==> src/rtl/fwb_pkg.sv <==
package fwb_pkg;
   localparam int OFS_PTR   = 'h00;
   localparam int OFS_PITCH = 'h04;
   localparam int OFS_SIZE  = 'h08;
   localparam int OFS_CTRL  = 'h0C;
   localparam int OFS_PROG  = 'h10;

   localparam int B_GO    = 0;
   localparam int B_BUSY  = 1;
   localparam int B_IE    = 2;
   localparam int B_ABORT = 14;
   localparam int B_REEOF = 15;
   localparam int B_PD    = 21;

   localparam logic [7:0]  TAG_HI  = 8'h54;
   localparam logic [1:0]  TAG_REV = 2'b01;
   localparam logic [31:0] CTRL_RW_MASK = 32'h003F_BFFC;
   localparam logic [31:0] CTRL_FIXED   = {TAG_HI, TAG_REV, 22'd0};

   typedef struct packed {
      logic ctrl_wr;
      logic start_req;
      logic abort_req;
      logic ie_val;
   } ctrl_cmd_t;
endpackage

==> src/rtl/fwb_regs.sv <==
module fwb_regs
   import fwb_pkg::*;
#(
   parameter int ADDR_W   = 5,
   parameter int SIZE_W   = 16,
   parameter int READ_REG = 0
) (
   input  logic              clk,
   input  logic              rst_n,
   input  logic              bus_sel,
   input  logic              bus_wr,
   input  logic [ADDR_W-1:0] bus_addr,
   input  logic [31:0]       bus_wdata,
   output logic [31:0]       bus_rdata,
   input  logic              busy,
   input  logic [SIZE_W-1:0] progress,
   output logic [SIZE_W-1:0] height,
   output logic              ie,
   output logic              reeof,
   output logic              pwr_dn,
   output ctrl_cmd_t         cmd
);
   logic [31:0]       ptr_q, pitch_q, cfg_q;
   logic [SIZE_W-1:0] height_q, width_q;
   logic              wr_any;
   logic              hit_ptr, hit_pitch, hit_size, hit_ctrl, hit_prog;
   logic [31:0]       rd_mux;

   if (SIZE_W < 1 || SIZE_W > 16) begin : g_bad_size
      $error("fwb_regs: SIZE_W must lie in 1..16");
   end
   if (ADDR_W < 5) begin : g_bad_addr
      $error("fwb_regs: ADDR_W must be at least 5");
   end

   assign hit_ptr   = (bus_addr == ADDR_W'(OFS_PTR));
   assign hit_pitch = (bus_addr == ADDR_W'(OFS_PITCH));
   assign hit_size  = (bus_addr == ADDR_W'(OFS_SIZE));
   assign hit_ctrl  = (bus_addr == ADDR_W'(OFS_CTRL));
   assign hit_prog  = (bus_addr == ADDR_W'(OFS_PROG));
   assign wr_any    = bus_sel & bus_wr;

   always_ff @(posedge clk or negedge rst_n) begin
      if (!rst_n) begin
         ptr_q    <= '0;
         pitch_q  <= '0;
         height_q <= '0;
         width_q  <= '0;
         cfg_q    <= '0;
      end else if (wr_any) begin
         if (hit_ptr)   ptr_q   <= bus_wdata;
         if (hit_pitch) pitch_q <= bus_wdata;
         if (hit_size) begin
            width_q  <= bus_wdata[SIZE_W-1:0];
            height_q <= bus_wdata[16 +: SIZE_W];
         end
         if (hit_ctrl)  cfg_q   <= bus_wdata & CTRL_RW_MASK;
      end
   end

   always_comb begin
      cmd.ctrl_wr   = wr_any & hit_ctrl;
      cmd.start_req = wr_any & hit_ctrl & bus_wdata[B_GO];
      cmd.abort_req = wr_any & hit_ctrl & bus_wdata[B_ABORT];
      cmd.ie_val    = bus_wdata[B_IE];
   end

   assign height = height_q;
   assign ie     = cfg_q[B_IE];
   assign reeof  = cfg_q[B_REEOF];
   assign pwr_dn = cfg_q[B_PD];

   always_comb begin
      rd_mux = '0;
      if (hit_ptr)   rd_mux = ptr_q;
      if (hit_pitch) rd_mux = pitch_q;
      if (hit_size)  rd_mux = {16'(height_q), 16'(width_q)};
      if (hit_ctrl)  rd_mux = CTRL_FIXED | cfg_q | (32'(busy) << B_BUSY);
      if (hit_prog)  rd_mux = 32'(progress);
   end

   if (READ_REG != 0) begin : g_rd_flop
      logic [31:0] rd_q;
      always_ff @(posedge clk or negedge rst_n) begin
         if (!rst_n)                  rd_q <= '0;
         else if (bus_sel && !bus_wr) rd_q <= rd_mux;
      end
      assign bus_rdata = rd_q;
   end else begin : g_rd_comb
      assign bus_rdata = rd_mux;
   end
endmodule

==> src/rtl/fwb_seq.sv <==
module fwb_seq
   import fwb_pkg::*;
#(
   parameter int SIZE_W = 16
) (
   input  logic              clk,
   input  logic              rst_n,
   input  ctrl_cmd_t         cmd,
   input  logic [SIZE_W-1:0] height,
   input  logic              reeof,
   input  logic              line_done,
   output logic              busy,
   output logic [SIZE_W-1:0] progress,
   output logic              wr_start,
   output logic              wr_abort,
   output logic              vstart,
   output logic              idle_evt
);
   logic              busy_q, start_ok, abort_ok, done_now, step;
   logic [SIZE_W-1:0] prog_q;
   logic              start_q, abort_q, vs_q;

   assign start_ok = cmd.start_req & ~cmd.abort_req & ~busy_q;
   assign abort_ok = cmd.abort_req & busy_q;
   assign done_now = busy_q & (prog_q >= height);
   assign step     = busy_q & line_done & ~done_now & ~abort_ok;
   assign idle_evt = abort_ok | done_now;

   always_ff @(posedge clk or negedge rst_n) begin
      if (!rst_n) begin
         busy_q  <= 1'b0;
         prog_q  <= '0;
         start_q <= 1'b0;
         abort_q <= 1'b0;
         vs_q    <= 1'b0;
      end else begin
         start_q <= start_ok;
         abort_q <= abort_ok;
         vs_q    <= start_ok | (done_now & ~abort_ok & reeof);
         if (start_ok) begin
            busy_q <= 1'b1;
            prog_q <= '0;
         end else begin
            if (idle_evt) busy_q <= 1'b0;
            if (step)     prog_q <= prog_q + 1'b1;
         end
      end
   end

   assign busy     = busy_q;
   assign progress = prog_q;
   assign wr_start = start_q;
   assign wr_abort = abort_q;
   assign vstart   = vs_q;
endmodule

==> src/rtl/fwb_irq.sv <==
module fwb_irq
   import fwb_pkg::*;
(
   input  logic      clk,
   input  logic      rst_n,
   input  logic      idle_evt,
   input  logic      ie,
   input  ctrl_cmd_t cmd,
   output logic      irq
);
   logic pend_q;

   always_ff @(posedge clk or negedge rst_n) begin
      if (!rst_n)                         pend_q <= 1'b0;
      else if (cmd.ctrl_wr && !cmd.ie_val) pend_q <= 1'b0;
      else if (idle_evt && ie)             pend_q <= 1'b1;
   end

   assign irq = pend_q;
endmodule

==> src/rtl/fwb_ctrl.sv <==
module fwb_ctrl
   import fwb_pkg::*;
#(
   parameter int ADDR_W   = 5,
   parameter int SIZE_W   = 16,
   parameter int READ_REG = 0
) (
   input  logic              clk,
   input  logic              rst_n,
   input  logic              bus_sel,
   input  logic              bus_wr,
   input  logic [ADDR_W-1:0] bus_addr,
   input  logic [31:0]       bus_wdata,
   output logic [31:0]       bus_rdata,
   input  logic              line_done,
   output logic              wr_start,
   output logic              wr_abort,
   output logic              vstart,
   output logic              mem_pd,
   output logic              irq
);
   ctrl_cmd_t         cmd;
   logic              busy, ie, reeof, idle_evt;
   logic [SIZE_W-1:0] progress, height;

   fwb_regs #(.ADDR_W(ADDR_W), .SIZE_W(SIZE_W), .READ_REG(READ_REG)) u_regs (
      .clk(clk), .rst_n(rst_n), .bus_sel(bus_sel), .bus_wr(bus_wr),
      .bus_addr(bus_addr), .bus_wdata(bus_wdata), .bus_rdata(bus_rdata),
      .busy(busy), .progress(progress), .height(height), .ie(ie),
      .reeof(reeof), .pwr_dn(mem_pd), .cmd(cmd)
   );

   fwb_seq #(.SIZE_W(SIZE_W)) u_seq (
      .clk(clk), .rst_n(rst_n), .cmd(cmd), .height(height), .reeof(reeof),
      .line_done(line_done), .busy(busy), .progress(progress),
      .wr_start(wr_start), .wr_abort(wr_abort), .vstart(vstart),
      .idle_evt(idle_evt)
   );

   fwb_irq u_irq (
      .clk(clk), .rst_n(rst_n), .idle_evt(idle_evt), .ie(ie), .cmd(cmd),
      .irq(irq)
   );
endmodule

==> config.mk <==
export PLATFORM = sky130hd
export DESIGN_NAME = fwb_ctrl
export DESIGN_NICKNAME = d
export VERILOG_FILES = /design/src/rtl/fwb_pkg.sv /design/src/rtl/fwb_regs.sv /design/src/rtl/fwb_seq.sv /design/src/rtl/fwb_irq.sv /design/src/rtl/fwb_ctrl.sv
export SDC_FILE = /design/constraint.sdc
export NUM_CORES = 1
export LEC_CHECK = 0
export BUFFER_PORTS_ARGS = -buffer_cell sky130_fd_sc_hd__buf_4
export CAP_MARGIN = 20
export CORE_MARGIN = 5
export CORE_UTILIZATION = 45
export DETAILED_ROUTE_END_ITERATION = 8
export SETUP_SLACK_MARGIN = 0.2
export SLEW_MARGIN = 25
export SYNTH_ARGS = -nofsm -noshare
export SYNTH_HDL_FRONTEND = slang
export SYNTH_HIERARCHICAL = 1
export SYNTH_SLANG_ARGS = --single-unit
==> constraint.sdc <==
create_clock -name clk -period 4 [get_ports clk]
set_input_delay 0 -clock clk [delete_from_list [all_inputs] [get_ports clk]]
set_output_delay 0 -clock clk [all_outputs]
set_load 0.005 [all_outputs]
# --- Yosys cells after proc, flatten, opt, wreduce, memory -nomap -nowiden ---
# Index checks and enable logic that the tools add are counted.
classes:
  n_bitwise: 20
  eq_ne: 4
  n_addsub: 1
  mux: 11
  magnitude_cmp: 1
  n_reduce_logical: 11
op_table:
  columns: ["op", "count"]
  rows:
  - ["32-bit two-way mux", 5]
  - ["16-bit two-way mux", 2]
  - ["31-bit by 2-bit OR with 31-bit output", 1]
  - ["16-bit by 1-bit adder with 16-bit output, second input constant", 1]
  - ["16-bit >= comparator", 1]
  - ["1-bit AND", 13]
  - ["5-bit by 4-bit equality test with 1-bit output, second input constant", 2]
  - ["2-bit AND reduction", 4]
  - ["2-bit nonzero test", 3]
  - ["5-bit by 3-bit equality test with 1-bit output, second input constant", 1]
  - ["5-bit equality test, second input constant", 1]
  - ["5-bit logical NOT", 1]
  - ["1-bit two-way mux", 4]
  - ["1-bit NOT", 4]
  - ["1-bit logical AND", 2]
  - ["1-bit OR", 2]
  - ["1-bit logical NOT", 1]
totals:
  out_inout_bits: 37
  inputBits: 42
  elab_cells: 59
  register_bits: 136

# --- Logic depth before layout (Yosys ltp) ---
depth:
  depth_word: 8
  ltp_mapped: 13
  mapped_depth_nobuf: 10

# --- Hierarchy ---
# Netlist, hierarchy kept.
modules_own_cells:
  columns: ["module", "area_per_inst_um2", "instances", "cells_per_inst", "seq_area_each_um2"]
  rows:
  - ["fwb_regs", 5675.4, 1, 508, 2877.8]
  - ["fwb_seq", 1431.4, 1, 159, 500.5]
  - ["fwb_irq", 46.3, 1, 4, 25.0]

# --- Worst setup path after synthesis ---
# Ideal clock, no wire load.
synth_path:
  path_type: "reg2reg"
  start: "register u_seq.prog_q[0] (netlist: u_seq/progress[0])"
  end: "register u_seq.prog_q[5] (netlist: u_seq/progress[5])"
  t_required_ns: 3.921
  stages_incl_launch_ff: 10
  path_slack_ns: 1.521
  t_arrival_ns: 2.400
  path_cell_list: "dfrtp_1 inv_1 ha_1 nand2b_4 a2111oi_4 a2111oi_2 or3_1 buf_2 or4_1 a21oi_1"
synth_between:
  elab_chain_len: 6
synth_lines:
  columns: ["element", "line", "text"]
  rows:
  - ["from (decl)", "fwb_seq.sv:20", "logic [SIZE_W-1:0] prog_q;"]
  - ["from (signal assigned)", "fwb_seq.sv:45", "if (step) prog_q <= prog_q + 1'b1;"]
  - ["16-bit >= comparator", "fwb_seq.sv:25", "assign done_now = busy_q & (prog_q >= height);"]
  - ["1-bit AND", "fwb_seq.sv:25", null]
  - ["1-bit NOT", "fwb_seq.sv:26", "assign step = busy_q & line_done & ~done_now & ~abort_ok;"]
  - ["1-bit AND (2 in a row)", "fwb_seq.sv:26", null]
  - ["2-bit nonzero test (no line)", null, null]
# Parallel ways exist; a longest one is shown, timed or not. The select of a mux whose other input is x is not followed.
# A chain may end at the register's enable or synchronous reset.

# --- Worst setup path in the final report ---
layout_path:
  start: "register u_seq.prog_q[0] (netlist: u_seq/progress[0])"
  end: "register u_seq.prog_q[12] (netlist: u_seq/progress[12])"
# Same word-level chain as after synthesis.

==> run_results.csv <==
group,metric,value,unit
sta,setup_tns,0,ns
route,drtIter0Drc,351,
die,core,15700,sq um
critical_path,cp_max_fo,9,
final_layout,multi_input_area,3360,sq um
critical_path,critPathKind,"reg2reg",
sta,fin_skew,0.00608,ns
critical_path,start_kind,"register",
global_route,grt_usage,22.1,%
sta,slew_headroom,39.6,%
final_layout,layout_commonest_cell,"dfrtp_1",
cts,tritoncts,"done",
sta,setup_viol,0,
flow_run,drv_cap,0,
cts,cts_inserted_buffers,17,
synth,syn_area_per_cell,10.7,sq um
route,drc,0,
synth,yosysUniqueCellTypes,56,
route,drt_pre_antenna_iters,5,
route,vias_per_cell,5.64,
die,die_area,18500,sq um
final_layout,drive_above_1_share,24.1,%
synth,yosys_most_used_dff,"dfrtp_1",
die,die_x,136,microns
sta,min_period_over_period,72.5,%
critical_path,max_stage_delay,0.73,ns
run_status,status,"complete, no violations",
critical_path,r2r_start,"u_seq/progress[0]$_DFFE_PN0P_",
sta,worst_slew_pin_slew,0.907,ns
critical_path,worst_setup_path_end_kind,"register",
worst_hold_path,min-delay-start,"line_done",
sta,rsz0062_at_grt,"false",
sta,min_period,2.90,ns
final_layout,seqCellArea,3400,sq um
die,io_pins,79,
critical_path,cp_slowest_cell,"nor3_1",
critical_path,critPathLaunch,"u_seq/progress[0]$_DFFE_PN0P_",
final_layout,n_antenna_cell,0,
synth,ys_seq_area_share,47.6,%
global_route,grt.overflow.total,0,
critical_path,arrival,3.20,ns
placement,portBuffers,78,
placement,dp_hpwl,13.2,mm
cts,root_buffer,"clkbuf_16",
cts,path_clk_slew,0.06,ns
global_route,antenna_found_initial,0,
cts,cts-htree-levels,4,
route,wire_per_inst,19.6,microns
die,fp.dieH,136,microns
final_layout,final_cell_mix,"dfrtp_1 (136), buf_4 (87), mux2_1 (61), o21ai_0 (56), mux2_2 (54)",
power_and_ir_drop,max-vdd-ir-drop,0.389,mV
cts,cts_buffer_depth,2,
synth,async_flop_share,100,%
power_and_ir_drop,p_leak,0.00413,uW
final_layout,finalNonFillerCells,997,
critical_path,required,4.30,ns
route,wirelength,19.6,mm
global_route,grt_pass1_wl,31.6,mm
final_layout,areaGrowthSynthToFinish,23.1,%
die,start_util,45.5,%
synth,syn_area,7150,sq um
global_route,grt_pass1_vias,5829,
route,antenna_left,0,
final_layout,nFillCells,1382,
critical_path,cp_cell_sequence,"inv_1, ha_1, nand2b_4, a2111oi_4, a2111oi_2, nor3_1, nor2_1, a211o_1",
die,rows,46,
final_layout,nNetsFinal,827,
synth,synth_warnings,6,
synth,synth_edf_count,0,
synth,synth-seq-cells,136,
synth,synthCells,671,
placement,place_inst,932,
sta,slew_viol_final,0,
sta,hold_violations,0,
placement,gp_congestion,0.894,
cts,cts_resized,0,
global_route,grt_max_degree,95,
route,vias,5627,
cts,clk_latency,0.42,ns
synth,synth_nets,730,
cts,cts_sinks,136,
sta,max_freq,345,MHz
power_and_ir_drop,power_density,427,nW/um^2
worst_hold_path,hold_path_class,"in2reg",
## logic make-up (layout without fill, tap and decap cells)
group                      Yosys count  count (layout)  synth area share (%)
AOI/OAI and AO/OA                  172             172                  14.5
adders and majority gates           17              17                  2.97
buffers and inverters               80             190                  5.44
DFF                                136             136                  47.6
muxes                              117             117                  18.4
and+or+nand+nor                    149             149                  11.1
## through the flow
step / hold slack [ns] / worst slack (ns) / area [sq um] / total power [uW] / utilization [%]
after global placement: 0.157 / 1.03 / 7850 / 2070 / 50.0
after global routing: 0.147 / 0.899 / 8800 / 3910 / 56.0
final: 0.128 / 1.10 / 8800 / 3760 / 56.0
after detailed placement: 0.160 / 0.986 / 7850 / 2090 / 50.0
after floorplan: -0.296 / 1.52 / 7150 / 1910 / -
after CTS: 0.0885 / 1.15 / 8800 / 3790 / 56.0
## worst paths after layout
| check | endpoint | slack (ns) | depth (start not counted) |
|---|---|---|---|
| max | u_seq/progress[12]$_DFFE_PN0P_ | 1.10 | 8 |
| min | u_seq/progress[1]$_DFFE_PN0P_ | 0.13 | 5 |
| max reg2reg | u_seq/progress[12]$_DFFE_PN0P_ | 1.10 | 8 |
| min reg2reg | u_regs/ptr_q[5]$_DFFE_PN0P_ | 0.49 | 1 |
| max in group asynchronous | u_regs/cfg_q[7]$_DFFE_PN0P_ | 2.64 | 3 |
| min in group asynchronous | u_regs/pitch_q[20]$_DFFE_PN0P_ | 0.23 | 2 |
## Yosys cell counts, types with 4 or more instances
| cell | n | area share (%) |
|---|---|---|
| a211oi_1 | 5 | 0.52 |
| or3_1 | 5 | 0.44 |
| mux2_1 | 61 | 9.6 |
| nand2b_1 | 5 | 0.44 |
| inv_1 | 35 | 1.8 |
| o31ai_1 | 4 | 0.42 |
| a22oi_1 | 7 | 0.73 |
| ha_1 | 17 | 3.0 |
| nor2_1 | 39 | 2.0 |
| buf_4 | 8 | 0.84 |
| a21oi_1 | 49 | 3.4 |
| nor2b_1 | 4 | 0.35 |
| clkbuf_1 | 15 | 0.79 |
| mux2_2 | 54 | 8.5 |
| buf_1 | 4 | 0.21 |
| a22o_1 | 5 | 0.61 |
| dfrtp_1 | 136 | 48 |
| nand3_1 | 10 | 0.70 |
| and2_1 | 5 | 0.44 |
| buf_6 | 6 | 0.94 |
| nor3_1 | 7 | 0.49 |
| nand3b_1 | 4 | 0.42 |
| and3_1 | 6 | 0.52 |
| a31oi_1 | 10 | 0.87 |
| buf_2 | 11 | 0.77 |
| nand2_1 | 38 | 2.0 |
| nand4_1 | 6 | 0.52 |
| o21ai_0 | 56 | 3.9 |
| a211o_1 | 4 | 0.49 |
| or4_1 | 6 | 0.63 |
| o22ai_1 | 14 | 1.2 |
## sequential cells by signal, summed over array words and instances (netlist names)
register and cells:
u_regs/cfg_q 19, u_seq/wr_abort 1, u_regs/ptr_q 32, u_regs/width_q 16, u_seq/vstart 1, u_regs/height 16
u_seq/progress 16, u_seq/wr_start 1, u_seq/busy 1, u_regs/pitch_q 32, u_irq/irq 1
## report_power, final
group	switching [uW]	internal [uW]	leakage (uW)
logic	228	233	0.00200
registers	96.7	1540	0.00182
clock network	603	1060	0.000304
total	928	2830	0.00413
## critical path, delay by kind of cell (launching register included)
kind	cells	cell delay, ns
simple gates	3	1.18
fa+ha+maj	1	0.28
buf+inv	1	0.07
compound gates	3	0.82
flops	1	0.43
## per-layer routing
layer  up-vias  global-route usage, %  routed length (microns)
met2       147                   35.7                     9420
met1      2843                   29.7                     8750
li1       2606                      -                        -
met5         -                      0                        0
met4         0                   8.23                      514
met3        31                   4.40                      886
## repair_timing
action	in CTS	in global routing
buffers inserted	0	0
hold buffers	33	0
hold endpoints to repair	210	0
## layout make-up
cell class | instances | area share [%]
flip-flops and latches | 136 | 38.7
repair buffers | 122 | 11.5
multi-input cells | 455 | 38.2
clock buffers | 20 | 5.07
inverters | 36 | 1.53
well taps | 216 | 3.07
clock inverters | 12 | 1.98
Power figures use the tool's default switching activity.
